File: src/rtl/offs_pkg.sv
package offs_pkg;
  localparam int CHAN_W    = 4;
  localparam int NUM_GRP   = 5;
  localparam int GRP_W     = $clog2(NUM_GRP + 1);
  localparam int CAL_FIRST = 11;

  typedef logic [CHAN_W-1:0] chan_t;
  typedef logic [GRP_W-1:0]  grp_t;

  localparam grp_t GRP_CAL = grp_t'(NUM_GRP);

  // channel -> ranging group; GRP_CAL for the calibration channels
  function automatic grp_t chan_to_grp(chan_t ch);
    grp_t g;
    if (ch <= chan_t'(3))       g = grp_t'(0);
    else if (ch <= chan_t'(7))  g = grp_t'(1);
    else if (ch == chan_t'(8))  g = grp_t'(2);
    else if (ch == chan_t'(9))  g = grp_t'(3);
    else if (ch == chan_t'(10)) g = grp_t'(4);
    else                        g = GRP_CAL;
    return g;
  endfunction
endpackage

File: src/rtl/offs_ranger.sv
module offs_ranger #(
  parameter int CNT_W = 2
) (
  input  logic             clk,
  input  logic             rst_n,
  input  logic             auto_i,
  input  logic             latch_i,
  input  logic             over_i,
  input  logic             under_i,
  input  logic             load_i,
  input  logic [CNT_W-1:0] load_val_i,
  output logic [CNT_W-1:0] cnt_o
);
  localparam logic [CNT_W-1:0] CNT_MAX = '1;
  localparam logic [CNT_W-1:0] CNT_MIN = '0;

  // one saturating step; opposing or absent requests hold
  function automatic logic [CNT_W-1:0] sat_step(logic [CNT_W-1:0] cur,
                                                logic up, logic dn);
    logic [CNT_W-1:0] r;
    r = cur;
    if (up && !dn && cur != CNT_MAX) r = cur + 1'b1;
    if (dn && !up && cur != CNT_MIN) r = cur - 1'b1;
    return r;
  endfunction

  logic             step_en;
  logic             step_up;
  logic             step_dn;
  logic             load_evt;
  logic [CNT_W-1:0] cnt_q;
  logic [CNT_W-1:0] cnt_nxt;

  assign step_en  = auto_i & latch_i;
  assign step_up  = step_en & over_i & ~under_i;
  assign step_dn  = step_en & under_i & ~over_i;
  assign load_evt = ~auto_i & load_i;

  always_comb begin
    if (load_evt) cnt_nxt = load_val_i;
    else          cnt_nxt = sat_step(cnt_q, step_up, step_dn);
  end

  always_ff @(posedge clk or negedge rst_n) begin
    if (!rst_n) cnt_q <= CNT_MIN;
    else        cnt_q <= cnt_nxt;
  end

  assign cnt_o = cnt_q;

  assert_sat_high_R4: assert property (@(posedge clk) disable iff (!rst_n)
    (step_up && cnt_q == CNT_MAX) |=> cnt_q == CNT_MAX);

  assert_single_step_R4: assert property (@(posedge clk) disable iff (!rst_n)
    step_en |=> (int'(cnt_q) == int'($past(cnt_q))) ||
                (int'(cnt_q) == int'($past(cnt_q)) + 1) ||
                (int'(cnt_q) + 1 == int'($past(cnt_q))));

  assert_sat_low_R5: assert property (@(posedge clk) disable iff (!rst_n)
    (step_dn && cnt_q == CNT_MIN) |=> cnt_q == CNT_MIN);

  assert_hold_R6: assert property (@(posedge clk) disable iff (!rst_n)
    (step_en && (over_i == under_i)) |=> $stable(cnt_q));

  assert_manual_hold_R7: assert property (@(posedge clk) disable iff (!rst_n)
    (!auto_i && !load_i) |=> $stable(cnt_q));

  assert_auto_no_load_R8: assert property (@(posedge clk) disable iff (!rst_n)
    (auto_i && !latch_i) |=> $stable(cnt_q));
endmodule

File: src/rtl/offs_cal_cnt.sv
module offs_cal_cnt #(
  parameter int                CNT_W  = 2,
  parameter logic [CNT_W-1:0]  PRESET = '1
) (
  input  logic             clk,
  input  logic             rst_n,
  input  logic             preset_i,
  input  logic             dec_i,
  output logic [CNT_W-1:0] cnt_o
);
  function automatic logic [CNT_W-1:0] dec_sat(logic [CNT_W-1:0] cur);
    return (cur == '0) ? cur : cur - 1'b1;
  endfunction

  logic [CNT_W-1:0] cnt_q;
  logic             dec_evt;

  assign dec_evt = dec_i & ~preset_i;

  always_ff @(posedge clk or negedge rst_n) begin
    if (!rst_n)        cnt_q <= PRESET;
    else if (preset_i) cnt_q <= PRESET;
    else if (dec_evt)  cnt_q <= dec_sat(cnt_q);
  end

  assign cnt_o = cnt_q;

  assert_preset_wins_R10: assert property (@(posedge clk) disable iff (!rst_n)
    preset_i |=> cnt_q == PRESET);

  assert_floor_R10: assert property (@(posedge clk) disable iff (!rst_n)
    (dec_evt && cnt_q == '0) |=> cnt_q == '0);

  assert_idle_hold_R10: assert property (@(posedge clk) disable iff (!rst_n)
    (!preset_i && !dec_i) |=> $stable(cnt_q));
endmodule

File: src/rtl/offs_steer.sv
module offs_steer
  import offs_pkg::*;
(
  input  logic               latch_i,
  input  chan_t              chan_i,
  output logic [NUM_GRP-1:0] grp_latch_o
);
  grp_t owner;
  assign owner = chan_to_grp(chan_i);

  for (genvar g = 0; g < NUM_GRP; g++) begin : g_route
    assign grp_latch_o[g] = latch_i & (owner == grp_t'(g));
  end
endmodule

File: src/rtl/offs_autorange_sel.sv
module offs_autorange_sel
  import offs_pkg::*;
#(
  parameter int CNT_W      = 2,
  parameter int OFFS_W     = 3,
  parameter int CAL_PRESET = 3
) (
  input  logic                        clk,
  input  logic                        rst_n,
  input  logic [CHAN_W-1:0]           chan_i,
  input  logic                        latch_i,
  input  logic                        over_i,
  input  logic                        under_i,
  input  logic                        auto_mode_i,
  input  logic                        host_load_i,
  input  logic [NUM_GRP*OFFS_W-1:0]   host_offs_i,
  input  logic                        cal_preset_i,
  input  logic                        cal_dec_i,
  output logic [OFFS_W-1:0]           offs_sel_o,
  output logic [NUM_GRP*OFFS_W-1:0]   grp_offs_o,
  output logic [CNT_W-1:0]            cal_offs_o
);
  localparam int HI_W = OFFS_W - CNT_W;

  logic [NUM_GRP-1:0]       grp_latch;
  logic [NUM_GRP*OFFS_W-1:0] grp_offs;
  logic [CNT_W-1:0]         cal_cnt;
  grp_t                     sel_grp;

  offs_steer u_steer (
    .latch_i     (latch_i),
    .chan_i      (chan_i),
    .grp_latch_o (grp_latch)
  );

  for (genvar g = 0; g < NUM_GRP; g++) begin : g_grp
    logic [CNT_W-1:0] cnt;
    offs_ranger #(.CNT_W(CNT_W)) u_rng (
      .clk        (clk),
      .rst_n      (rst_n),
      .auto_i     (auto_mode_i),
      .latch_i    (grp_latch[g]),
      .over_i     (over_i),
      .under_i    (under_i),
      .load_i     (host_load_i),
      .load_val_i (host_offs_i[g*OFFS_W +: CNT_W]),
      .cnt_o      (cnt)
    );
    assign grp_offs[g*OFFS_W +: OFFS_W] =
      {host_offs_i[g*OFFS_W + CNT_W +: HI_W], cnt};
  end

  offs_cal_cnt #(.CNT_W(CNT_W), .PRESET(CNT_W'(CAL_PRESET))) u_cal (
    .clk      (clk),
    .rst_n    (rst_n),
    .preset_i (cal_preset_i),
    .dec_i    (cal_dec_i),
    .cnt_o    (cal_cnt)
  );

  assign sel_grp = chan_to_grp(chan_i);

  always_comb begin
    offs_sel_o = {{HI_W{1'b0}}, cal_cnt};
    for (int g = 0; g < NUM_GRP; g++) begin
      if (sel_grp == grp_t'(g)) offs_sel_o = grp_offs[g*OFFS_W +: OFFS_W];
    end
  end

  assign grp_offs_o = grp_offs;
  assign cal_offs_o = cal_cnt;

  assert_steer_onehot_R2: assert property (@(posedge clk) disable iff (!rst_n)
    $onehot0(grp_latch));

  assert_group_a_gets_latch_R2: assert property (@(posedge clk) disable iff (!rst_n)
    (latch_i && chan_i <= CHAN_W'(3)) |-> grp_latch[0]);

  assert_cal_no_latch_R3: assert property (@(posedge clk) disable iff (!rst_n)
    (chan_i >= CHAN_W'(CAL_FIRST)) |-> grp_latch == '0);
endmodule

File: config.mk
export PLATFORM = sky130hd
export DESIGN_NAME = offs_autorange_sel
export DESIGN_NICKNAME = d
export VERILOG_FILES = /design/src/rtl/offs_pkg.sv /design/src/rtl/offs_ranger.sv /design/src/rtl/offs_cal_cnt.sv /design/src/rtl/offs_steer.sv /design/src/rtl/offs_autorange_sel.sv
export SDC_FILE = /design/constraint.sdc
export NUM_CORES = 1
export LEC_CHECK = 0
export ABC_AREA = 0
export BUFFER_PORTS_ARGS = -buffer_cell sky130_fd_sc_hd__buf_2
export CORE_UTILIZATION = 42
export DETAILED_ROUTE_END_ITERATION = 16
export PLACE_DENSITY = 0.75
export SKIP_CTS_REPAIR_TIMING = 1
export SYNTH_ARGS = -nofsm -noshare
export SYNTH_HDL_FRONTEND = slang
export SYNTH_SLANG_ARGS = --single-unit
File: constraint.sdc
create_clock -name clk -period 1.5 [get_ports clk]
set_clock_uncertainty 0.15 [all_clocks]
set_input_delay 0.225 -clock clk [delete_from_list [all_inputs] [get_ports clk]]
set_output_delay 0.225 -clock clk [all_outputs]
set_load 0.005 [all_outputs]
==> results.md <==
- Status: finished with violations
- Violated checks: setup timing
- RSZ-0062 raised after global routing: true
- Worst-path fanout max: 3
- Hold Path Class: in -> reg
- Initial antenna violation count: 0
- CTS H-tree lvls: 1
- Worst vdd ir: 0.520 mV
- # IOs: 48
- Met3 WL: 123 um
- Main synth FF type: dfrtp_1
- Post-Syn Instances: 139
- Row cnt: 18
- Global-route wire length before repair: 4.95 mm
- Die Y: 52.7 um
- Least-Margin Pin Slew: 0.309 ns
- Kind of end point of the critical path: output port
- Total CTS buffers: 3
- Yosys cell types: 34
- Die area: 2780 um2
- Max_slew headroom: 0.794
- DR vias/cell: 5.70
- Avg WL per Cell: 13.8 um
- Core Area: 2450 um2
- Min Hold Slack: 0.0135 ns
- Slew Limit Fails: 0
- Top cell type's share of synthesized area: 0.231
- Layout cells sized above 1: 0.419
- Synth-to-Final Area Change: 45.4%
- Top-count cell post-synth: o21ai_0
- Vias in the first global route: 1179
- Yosys warning count: 0
- Setup WS pre-CTS: -0.149 ns
- DPL Wire Length: 2.40 mm
- WS Path Type: reg -> out
- Yosys top cell by area: dfrtp_1
- Synth Area in Compound Gates: 0.228
- Starting density of the core: 0.440
- Post-route ant nets: 0
- Clock transition at the registers of the reported paths: 0.07 ns
- Post-synth EDFFs: 0
- Post-synthesis mux area share: 0.0660
- Global Route Usage Sum: 0.242
- WP data arrival: 1.33 ns
- GR Overflow Total: 0
- Min cycle time layout: 1.71 ns
- Vias: 1328
- Sequential share of the synthesized area: 0.280
- # DRC: 0
- Metal-1 WL: 1.45 mm
- Adder and majority gate portion of the synthesized area: 0.0116
- Input/output buffers: 47
- XOR/XNOR Fraction of Synth Area: 0.00810
- Final setup viols: 3
- Max layer used: met4
- Clock latency on the worst-skew pair: 0.27 ns
- Avg Synthesized Cell Area: 7.78 um2
- Commonest cells post-synth: o21ai_0 (19), nor2_1 (15), nand2_1 (14)
- Final worst setup slack: -0.205 ns
- Max-cap violations: 0
- Ant diodes: 0
- Clock sinks: 12
- Largest net degree at the start of global routing: 15
- Largest family of logic cells by synthesized area: simple AND/OR/NAND/NOR gates
- FF+latch count, synth: 12
- First drt pass iteration count: 4
- CTS root buf: clkbuf_4
- Fmax achieved: 0.586 GHz
- Metal2 WL: 1.60 mm
- Final nets: 233
- Syn_nets: 168
- Data required, critical path: 1.12 ns
- Power Density: 652 nW/um2
- Period utilization: 1.14
- Post-Syn Area: 1080 um2
- Max clock buf depth: 2
- Synth Area in Simple Gates: 0.329
- CTS tree: built
- Worst setup SP type: flip-flop
- Async S/R FF share, synth: 1.00
- Leak: 0.713 nW
- Overall routed net length: 3.21 mm
- Final estimated routing congestion in global placement: 0.891
- Endpoints failing hold: 0
- Iter 0 DRT Violations: 19
- Top cells by area, synth: dfrtp_1 (23%), o21ai_0 (8.8%), mux2i_1 (5.6%)
- Die width: 52.7 um
critical path: stages, from the launching register on:
cell	delay (ns)
dfrtp_1	0.42
buf_6	0.14
mux2i_2	0.15
a21oi_1	0.09
o21ai_1	0.09
nand2_1	0.06
buf_2	0.12
worst paths after layout:
| path | to | from | slack [ns] | cells past startpoint |
|---|---|---|---|---|
| worst min-delay path | g_grp[3].u_rng.cnt_o[1]$_DFFE_PN0P_ | host_offs_i[10] | 0.01 | 3 |
| max in group asynchronous | u_cal.cnt_o[1]$_DFFE_PN1P_ | rst_n | 0.67 | 2 |
| worst max register to register | g_grp[2].u_rng.cnt_o[0]$_DFFE_PN0P_ | g_grp[2].u_rng.cnt_o[1]$_DFFE_PN0P_ | -0.18 | 6 |
| worst min register to register | g_grp[4].u_rng.cnt_o[1]$_DFFE_PN0P_ | g_grp[4].u_rng.cnt_o[1]$_DFFE_PN0P_ | 0.48 | 2 |
| worst max-delay path | offs_sel_o[1] | g_grp[2].u_rng.cnt_o[1]$_DFFE_PN0P_ | -0.21 | 6 |
| min in group asynchronous | g_grp[4].u_rng.cnt_o[1]$_DFFE_PN0P_ | rst_n | 0.23 | 2 |
where the power goes:
part,total [W],switching [W],internal (W)
Combinational,0.000412,0.000191,0.000222
Sequential,0.000393,0.0000334,0.000360
Clock,0.000220,0.000117,0.000103
Total,0.00103,0.000341,0.000685
area by class of cell:
type / count / area [um2]
clock buffers: 4 / 26.3
fillers: 227 / 883
inverters: 3 / 11.3
multi-input cells: 112 / 737
flip-flops and latches: 12 / 303
well taps: 30 / 37.5
repair buffers: 72 / 457
placed cells by master, fill, tap and decap left out, types with 2 or more instances in the layout:
master,n
nand3_1,2
buf_2,45
inv_1,3
a31oi_1,7
nor2_1,15
nand4b_1,3
a21oi_1,9
buf_6,3
o21ai_1,2
nor2b_1,2
nand4bb_1,2
dlygate4sd3_1,2
and4b_1,2
o21ai_0,17
dfrtp_1,10
o31ai_1,4
clkbuf_4,4
nand2b_1,4
and2_1,3
mux2i_1,5
nand2_1,13
buf_4,20
nor3_1,6
dfstp_2,2
metrics by stage:
step                 util  area, um2  TNS [ns]  power, W  std cells
finish              0.640       1570    -0.572   0.00103        233
global route        0.640       1570    -0.830   0.00110        233
CTS                 0.589       1450    -0.611  0.000960        223
detailed placement  0.578       1420    -0.794  0.000745        219
global placement    0.578       1420    -0.431  0.000729        219
floorplan               -       1090   -0.0161  0.000577        139
layer usage:
layer,global-route usage,vias up
met1,0.290,646
met3,0.0319,7
met5,0,-
li1,-,633
met4,0.0789,0
met2,0.437,42
cell families (layout without fill, tap and decap cells):
kind of cell	Yosys count	count (layout)
AO/OA/AOI/OAI	43	43
XOR/XNOR	1	1
multiplexers	7	7
buffers and inverters	15	79
AND/OR/NAND/NOR	60	60
flip-flops	12	12
adder cells (fa/ha/maj)	1	1
sequential cells by signal, indices dropped and copies added, names as in the netlist:
register / cells
g_grp.u_rng.cnt_o: 10
u_cal.cnt_o: 2
Note: power is estimated with default switching activity, not from simulation.
